`config.mk`:
```
export PLATFORM = sky130hd
export DESIGN_NAME = cpu_uc_core
export DESIGN_NICKNAME = d
export VERILOG_FILES = /design/src/rtl/cpu_uc_pkg.sv /design/src/rtl/cpu_uc_seq.sv /design/src/rtl/cpu_uc_dpath.sv /design/src/rtl/cpu_uc_core.sv
export SDC_FILE = /design/constraint.sdc
export NUM_CORES = 1
export LEC_CHECK = 0
export ABC_AREA = 0
export CAP_MARGIN = 20
export CORE_ASPECT_RATIO = 1.1
export CORE_MARGIN = 2
export CORE_UTILIZATION = 30
export DETAILED_ROUTE_END_ITERATION = 10
export GPL_ROUTABILITY_DRIVEN = 0
export SYNTH_ARGS = -nofsm -noshare
export SYNTH_HDL_FRONTEND = slang
export SYNTH_SLANG_ARGS = --single-unit
```
`constraint.sdc`:
```
create_clock -name clk -period 10.3 [get_ports clk]
set_input_delay 2.06 -clock clk [delete_from_list [all_inputs] [get_ports clk]]
set_output_delay 2.06 -clock clk [all_outputs]
set_load 0.1 [all_outputs]
```
`src/rtl/cpu_uc_pkg.sv`:
```
package cpu_uc_pkg;

   localparam int UPC_W      = 7;
   localparam int ENT_STRIDE = 10;
   localparam int NUM_OPC    = 8;
   localparam int HALT_ENTRY = 80;
   localparam int ILL_ENTRY  = 85;

   typedef enum logic [4:0] {
      U_NOP, U_SAR_PC, U_READ, U_IR_SDR, U_SDR_OPND, U_DISPATCH,
      U_TMP_ACC, U_ACC_PCINC, U_PC_ACC, U_ACC_TMP, U_TMP_SDR, U_SAR_TMP,
      U_ADD, U_SUB, U_ACC_SDR, U_ACC_IMM, U_SDR_ACC, U_WRITE,
      U_PC_SDR, U_SKIP, U_JUMP, U_HALT, U_ILLEGAL
   } uop_e;

   typedef struct packed {
      uop_e             op;
      logic [UPC_W-1:0] tgt;
   } uword_t;

   // shared prologue of the memory-operand routines: bump PC via ACC, operand to SAR
   function automatic uop_e prologue_op(input int off);
      case (off)
         0:       prologue_op = U_TMP_ACC;
         1:       prologue_op = U_ACC_PCINC;
         2:       prologue_op = U_PC_ACC;
         3:       prologue_op = U_ACC_TMP;
         4:       prologue_op = U_TMP_SDR;
         default: prologue_op = U_SAR_TMP;
      endcase
   endfunction

   function automatic uword_t urom(input logic [UPC_W-1:0] a);
      int blk, off;
      uword_t w;
      blk = int'(a) / ENT_STRIDE;
      off = int'(a) % ENT_STRIDE;
      w   = '{op: U_NOP, tgt: '0};
      if (blk >= 1 && blk <= 4 && off <= 5) begin
         w.op = prologue_op(off);
      end else begin
         case (int'(a))
            0:  w.op = U_SAR_PC;
            1:  w.op = U_READ;
            2:  w.op = U_IR_SDR;
            3:  w.op = U_SDR_OPND;
            4:  w.op = U_DISPATCH;
            16, 26, 36: w.op = U_READ;
            17, 27: w.op = U_TMP_SDR;
            18: w.op = U_ADD;
            28: w.op = U_SUB;
            37: w.op = U_ACC_SDR;
            46: w.op = U_SDR_ACC;
            47: w.op = U_WRITE;
            50, 62: w.op = U_PC_SDR;
            60: w.op = U_SKIP;
            61: w = '{op: U_JUMP, tgt: UPC_W'(64)};
            64: w.op = U_TMP_ACC;
            65, 70: w.op = U_ACC_PCINC;
            66, 71: w.op = U_PC_ACC;
            67: w.op = U_ACC_TMP;
            72: w.op = U_ACC_IMM;
            19, 29, 38, 48, 51, 63, 68, 73: w = '{op: U_JUMP, tgt: '0};
            HALT_ENTRY: w.op = U_HALT;
            ILL_ENTRY:  w.op = U_ILLEGAL;
            default: w.op = U_NOP;
         endcase
      end
      urom = w;
   endfunction

endpackage

```
`src/rtl/cpu_uc_seq.sv`:
```
module cpu_uc_seq
   import cpu_uc_pkg::*;
#(
   parameter int OPC_W = 16
) (
   input  logic             clk,
   input  logic             rst_n,
   input  logic [OPC_W-1:0] opc,
   input  logic             acc_zero,
   output uop_e             uop,
   output logic [UPC_W-1:0] upc,
   output logic             halted,
   output logic             error
);

   uword_t           mir;
   logic [UPC_W-1:0] upc_nxt;

   if (2**UPC_W <= ILL_ENTRY) begin : g_bad_upc
      $error("micro-address width too small for control store");
   end

   always_comb begin
      upc_nxt = upc + UPC_W'(1);
      case (mir.op)
         U_DISPATCH: begin
            if (opc != '0 && opc <= OPC_W'(NUM_OPC))
               upc_nxt = UPC_W'(int'(opc) * ENT_STRIDE);
            else
               upc_nxt = UPC_W'(ILL_ENTRY);
         end
         U_JUMP:    upc_nxt = mir.tgt;
         U_SKIP:    upc_nxt = acc_zero ? upc + UPC_W'(2) : upc + UPC_W'(1);
         U_HALT,
         U_ILLEGAL: upc_nxt = upc;
         default:   ;
      endcase
   end

   always_ff @(posedge clk or negedge rst_n) begin
      if (!rst_n) begin
         upc    <= '0;
         mir    <= urom('0);
         halted <= 1'b0;
         error  <= 1'b0;
      end else if (!halted) begin
         upc <= upc_nxt;
         mir <= urom(upc_nxt);
         if (mir.op == U_HALT) halted <= 1'b1;
         if (mir.op == U_ILLEGAL) begin
            halted <= 1'b1;
            error  <= 1'b1;
         end
      end
   end

   assign uop = halted ? U_NOP : mir.op;

endmodule

```
`src/rtl/cpu_uc_dpath.sv`:
```
module cpu_uc_dpath
   import cpu_uc_pkg::*;
#(
   parameter int DATA_W     = 32,
   parameter int FIELD_W    = 16,
   parameter int ADDR_W     = 9,
   parameter bit IMM_SIGNED = 1'b1
) (
   input  logic               clk,
   input  logic               rst_n,
   input  uop_e               uop,
   input  logic [DATA_W-1:0]  mem_rdata,
   output logic [ADDR_W-1:0]  mem_addr,
   output logic               mem_we,
   output logic [DATA_W-1:0]  mem_wdata,
   output logic [FIELD_W-1:0] opc,
   output logic               acc_zero,
   output logic [DATA_W-1:0]  acc,
   output logic [FIELD_W-1:0] pc,
   output logic [DATA_W-1:0]  ir
);

   localparam int HI_W = DATA_W - FIELD_W;

   logic [DATA_W-1:0] sdr, tmp, sdr_eff, imm_ext;
   logic [ADDR_W-1:0] sar;
   logic              rd_pend;

   if (DATA_W != 2 * FIELD_W) begin : g_bad_split
      $error("data word must hold exactly two fields");
   end
   if (ADDR_W > FIELD_W) begin : g_bad_addr
      $error("address wider than operand field");
   end

   // read data arrives one step after READ; consumers in that step see it directly
   assign sdr_eff = rd_pend ? mem_rdata : sdr;

   if (IMM_SIGNED) begin : g_imm_sx
      assign imm_ext = {{HI_W{sdr_eff[FIELD_W-1]}}, sdr_eff[FIELD_W-1:0]};
   end else begin : g_imm_zx
      assign imm_ext = {{HI_W{1'b0}}, sdr_eff[FIELD_W-1:0]};
   end

   always_ff @(posedge clk or negedge rst_n) begin
      if (!rst_n) begin
         acc     <= '0;
         pc      <= '0;
         ir      <= '0;
         sdr     <= '0;
         tmp     <= '0;
         sar     <= '0;
         rd_pend <= 1'b0;
      end else begin
         rd_pend <= (uop == U_READ);
         if (uop == U_SDR_OPND)     sdr <= {{HI_W{1'b0}}, ir[FIELD_W-1:0]};
         else if (uop == U_SDR_ACC) sdr <= acc;
         else if (rd_pend)          sdr <= mem_rdata;
         case (uop)
            U_SAR_PC:    sar <= pc[ADDR_W-1:0];
            U_SAR_TMP:   sar <= tmp[ADDR_W-1:0];
            U_IR_SDR:    ir  <= sdr_eff;
            U_TMP_ACC:   tmp <= acc;
            U_TMP_SDR:   tmp <= sdr_eff;
            U_ACC_TMP:   acc <= tmp;
            U_ACC_PCINC: acc <= {{HI_W{1'b0}}, pc} + DATA_W'(1);
            U_PC_ACC:    pc  <= acc[FIELD_W-1:0];
            U_PC_SDR:    pc  <= sdr_eff[FIELD_W-1:0];
            U_ADD:       acc <= acc + tmp;
            U_SUB:       acc <= acc - tmp;
            U_ACC_SDR:   acc <= sdr_eff;
            U_ACC_IMM:   acc <= imm_ext;
            default:     ;
         endcase
      end
   end

   assign mem_addr  = sar;
   assign mem_we    = (uop == U_WRITE);
   assign mem_wdata = sdr;
   assign opc       = ir[DATA_W-1:FIELD_W];
   assign acc_zero  = (acc == '0);

endmodule

```
`src/rtl/cpu_uc_core.sv`:
```
module cpu_uc_core
   import cpu_uc_pkg::*;
#(
   parameter int DATA_W     = 32,
   parameter int FIELD_W    = 16,
   parameter int ADDR_W     = 9,
   parameter bit IMM_SIGNED = 1'b1
) (
   input  logic               clk,
   input  logic               rst_n,
   output logic [ADDR_W-1:0]  mem_addr,
   output logic               mem_we,
   output logic [DATA_W-1:0]  mem_wdata,
   input  logic [DATA_W-1:0]  mem_rdata,
   output logic               halted,
   output logic               error,
   output logic [DATA_W-1:0]  dbg_acc,
   output logic [FIELD_W-1:0] dbg_pc,
   output logic [DATA_W-1:0]  dbg_ir,
   output logic [UPC_W-1:0]   dbg_upc
);

   uop_e               uop;
   logic [FIELD_W-1:0] opc;
   logic               acc_zero;

   cpu_uc_seq #(.OPC_W(FIELD_W)) u_seq (
      .clk      (clk),
      .rst_n    (rst_n),
      .opc      (opc),
      .acc_zero (acc_zero),
      .uop      (uop),
      .upc      (dbg_upc),
      .halted   (halted),
      .error    (error)
   );

   cpu_uc_dpath #(
      .DATA_W     (DATA_W),
      .FIELD_W    (FIELD_W),
      .ADDR_W     (ADDR_W),
      .IMM_SIGNED (IMM_SIGNED)
   ) u_dp (
      .clk       (clk),
      .rst_n     (rst_n),
      .uop       (uop),
      .mem_rdata (mem_rdata),
      .mem_addr  (mem_addr),
      .mem_we    (mem_we),
      .mem_wdata (mem_wdata),
      .opc       (opc),
      .acc_zero  (acc_zero),
      .acc       (dbg_acc),
      .pc        (dbg_pc),
      .ir        (dbg_ir)
   );

endmodule

```
==> results by group <==
Global routing
  – First-pass GRT wire length: 69700 microns
  – Vias in the first global route: 11500
  – Initial antenna violation count: 0
  – Global route overflow: 0
  – Total Routing Usage GR: 20.9%
  – Largest net degree at the start of global routing: 101

Floorplan
  – Core area: 41000 sq um
  – Die Area: 42900 sq um
  – Initial core utilization: 30.2%
  – DIE HEIGHT: 217 microns
  – Ports: 165
  – Die outline width: 198 microns
  – Rows: 78

Clock tree
  – CTS Buf Count: 17
  – Htree depth: 4
  – Longest Clk Path Bufs: 2
  – Insertion delay of the later-clocked pin in the worst-skew pair: 0.45 ns
  – Hold Buf Count CTS: 0
  – Post-cts sizing count: 0
  – CTS tree: done
  – Setup repair bufs after CTS: 0
  – CTS Sinks: 169
  – Worst-path clk slew: 0.07 ns
  – CTS root buffer: clkbuf_16

Synth
  – Post-Syn Instances: 1491
  – Xor/xnor share of the synthesized area: 5.81%
  – Synth Area in Compound Gates: 23.2%
  – Synth Warn #: 0
  – Ys async rst share: 100%
  – Adder-cell share of the synthesized area: 4.65%
  – Mapped Nets: 1569
  – Simple-Gate Fraction of Synth Area: 20.5%
  – Largest family of logic cells by synthesized area: compound AO/OA/AOI/OAI gates
  – Syn Std Cell Area: 12400 sq um
  – Number of flops mapped to enable cells by yosys: 0
  – Synthesized flop and latch total: 169
  – Number of library cell types mapped by synthesis: 100
  – Mux contribution to synthesized area: 7.14%
  – Top FF cell, synth: dfrtp_1
  – Syn Area/Cell: 8.29 sq um
  – Seq/Total Area, Yosys: 34.2%

STA
  – Hold Vio Cnt, Final: 0
  – Unrepaired setup endpoints after global routing: false
  – Pins over their slew limit: 0
  – Normalized max-slew margin: 28.8%
  – Final Critical Period: 7.52 ns
  – Setup violators final: 0
  – Layout Skew: 0.00902 ns
  – Max Clk Rate: 133 MHz
  – Period utilisation layout: 73.0%
  – Slew @ Worst Pin: 1.07 ns
  – Setup_tns: 0 ns

Layout
  – Nets: 1679
  – Util after Layout: 36.9%
  – Antenna cell count: 0
  – Final std cells w/o fill: 2133
  – # fillers: 4180
  – Design area: 15100 sq um
  – Share of layout cells above drive strength 1: 7.69%
  – Syn-to-layout area delta: 22.2%

Pwr
  – VDD IR-drop max: 0.112 mV
  – Sw frac: 27.6%
  – Int Power: 1.22 mW
  – Pwr dens: 111 nW/um^2
  – LEAKAGE: 5.97 nW
  – Net Switching: 0.464 mW
  – Sequential share of power: 40.7%
  – Clock share of power: 45.3%
  – Combinational Power Share: 14.1%
  – Total design power: 1.68 mW

Critical path
  – Slowest CP cell: nor4_4
  – CP required: 10.61 ns
  – Slowest stage delay, CP: 0.78 ns
  – Arrival time at the worst endpoint: 7.83 ns
  – Setup crit start kind: flip-flop
  – CP Cell Sequence: nor4_1, nand2_1, nor4_4, mux2i_1, xnor2_1, o21a_1, inv_2, ha_1, nand2b_1, nand4_1, a22oi_1, a211oi_1, a22oi_1, nand2_1, xnor2_1, ha_1, maj3_1, a221oi_1, a2111o_1, o211ai_2, nand3_2, a21oi_4, nor4_1, a221oi_1
  – Buf/Inv on CP: 1
  – Worst setup path category: reg2reg
  – Largest delay contributor family on the critical path: simple AND/OR/NAND/NOR gates
  – Critical Path End Type: flip-flop
  – CP Max Fanout: 21

Route
  – Initial DRC Count: 993
  – Vias per cell: 5.73
  – Total number of vias: 12200
  – Post-route ant nets: 0
  – DRC violations left: 0
  – Routed len/inst: 21.1 microns
  – DRT Pass-1 Iters: 5
  – Routed WL: 45100 microns

Place
  – Placed cell area: 14400 sq um
  – Hpwl dp: 32600 microns
  – Placed insts: 2101
  – Port Buffers: 164

Flow run
  – Max Cap Viol: 0

Worst hold path
  – Worst hold-check path type: reg2reg

Outcome
  – Status: complete, no violations
## final cells by class
class                           count  area, sq um  share of cell area (%)
Timing Repair Buffer              183         1780                    11.8
Multi-Input combinational cell   1188         7600                    50.3
Inverter                           42          158                    1.04
Clock inverter                     10          213                    1.41
Sequential cell                   169         4230                    28.0
Clock buffer                       21          470                    3.11
Tap cell                          520          651                    4.31
## logic make-up after synthesis
family	count (synthesis)
xor+xnor	82
flops	169
compound gates	438
mux	83
buf+inv	134
fa+ha+maj	45
simple gates	540
## per-stage QoR
step / hold slack (ns) / setup slack (ns)
2_1_floorplan: 0.452 / 3.96
5_1_grt: 0.533 / 2.12
3_3_place_gp: 0.475 / 3.07
3_5_place_dp: 0.477 / 2.96
6_report: 0.497 / 2.78
4_1_cts: 0.496 / 2.91
## flip-flops by register name (all words and copies together) (netlist names)
register	count
u_dp.acc	32
u_dp.ir	32
u_dp.mem_wdata	32
u_dp.tmp	32
u_dp.pc	16
u_dp.mem_addr	9
u_seq.upc	7
u_seq.mir	6
u_dp.rd_pend	1
u_seq.error	1
u_seq.halted	1
## cells in the final DEF (no fill, tap or decap), types with 5 or more instances in the layout
master and count:
o31ai_1 20, a31oi_1 12, nand3_1 37, mux2i_1 52, o21a_1 12, nand3_2 5, o221ai_1 19, or3_1 11
o21ai_0 123, nand2_1 195, a32oi_1 6, xor2_1 42, and2_1 6, clkdlybuf4s50_1 163, buf_4 18, nor2_1 160
ha_1 42, o21ai_1 8, o22ai_1 46, or4_1 6, a211oi_1 23, and3_1 11, inv_1 41, nor2b_1 11
clkbuf_16 17, or2_2 6, nor3_1 23, nand4_1 9, a21o_1 10, mux2_2 29, dfrtp_1 167, nor4_1 17
a21oi_1 80, xnor2_1 40, nand2b_1 15, a22oi_1 7, bufinv_16 6, o21bai_1 5
## power groups by stage
stage                     clock, mW  combinational (mW)  sequential [mW]
after floorplan                   0              0.0887            0.765
after global placement            0               0.234            0.696
after detailed placement          0               0.236            0.696
after CTS                     0.771               0.237            0.684
after global routing          0.798               0.253            0.685
final                         0.761               0.237            0.684
## synthesized netlist by cell type, types with 8 or more instances
master	n	area [sq um]
nand2_1	196	736
dfrtp_1	168	4200
nor2_1	160	601
o21ai_0	123	616
a21oi_1	81	405
clkbuf_1	66	248
mux2i_1	52	521
o22ai_1	46	288
ha_1	42	526
xor2_1	42	368
inv_1	41	154
xnor2_1	40	350
nand3_1	38	190
mux2_2	29	327
a211oi_1	23	173
nor3_1	23	115
o31ai_1	21	158
o221ai_1	19	166
nor4_1	18	113
nand2b_1	15	93.8
a31oi_1	12	75.1
buf_2	12	60.1
o21a_1	12	90.1
and3_1	11	68.8
nor2b_1	11	68.8
or3_1	11	68.8
a21o_1	10	75.1
nand4_1	9	56.3
o21ai_1	8	40.0
## tightest hold or removal path, stage by stage (launching register included)
cell and delay [ns]:
dfrtp_1 0.34, nand2_1 0.05, o21ai_0 0.07
## routing by layer
layer	global-route usage (%)	vias to the layer above	part of all wire (%)
li1	-	5652	-
met1	28.1	5992	42
met2	33.9	509	48
met3	3.86	77	7.4
met4	6.84	0	2.6
met5	0	-	0
## path summary, 6_finish.rpt
check	depth (start not counted)	slack (ns)	end	start
setup / recovery	24	2.78	u_seq.mir[9]	u_dp.acc[24]
hold / removal	2	0.50	u_seq.mir[6]	u_seq.mir[6]
setup reg to reg	24	2.78	u_seq.mir[9]	u_dp.acc[24]
hold reg to reg	2	0.50	u_seq.mir[6]	u_seq.mir[6]
max in group asynchronous	2	6.97	u_dp.rd_pend	rst_n
min in group asynchronous	1	1.74	u_dp.mem_wdata[8]	rst_n
Power figures use the tool's default switching activity.
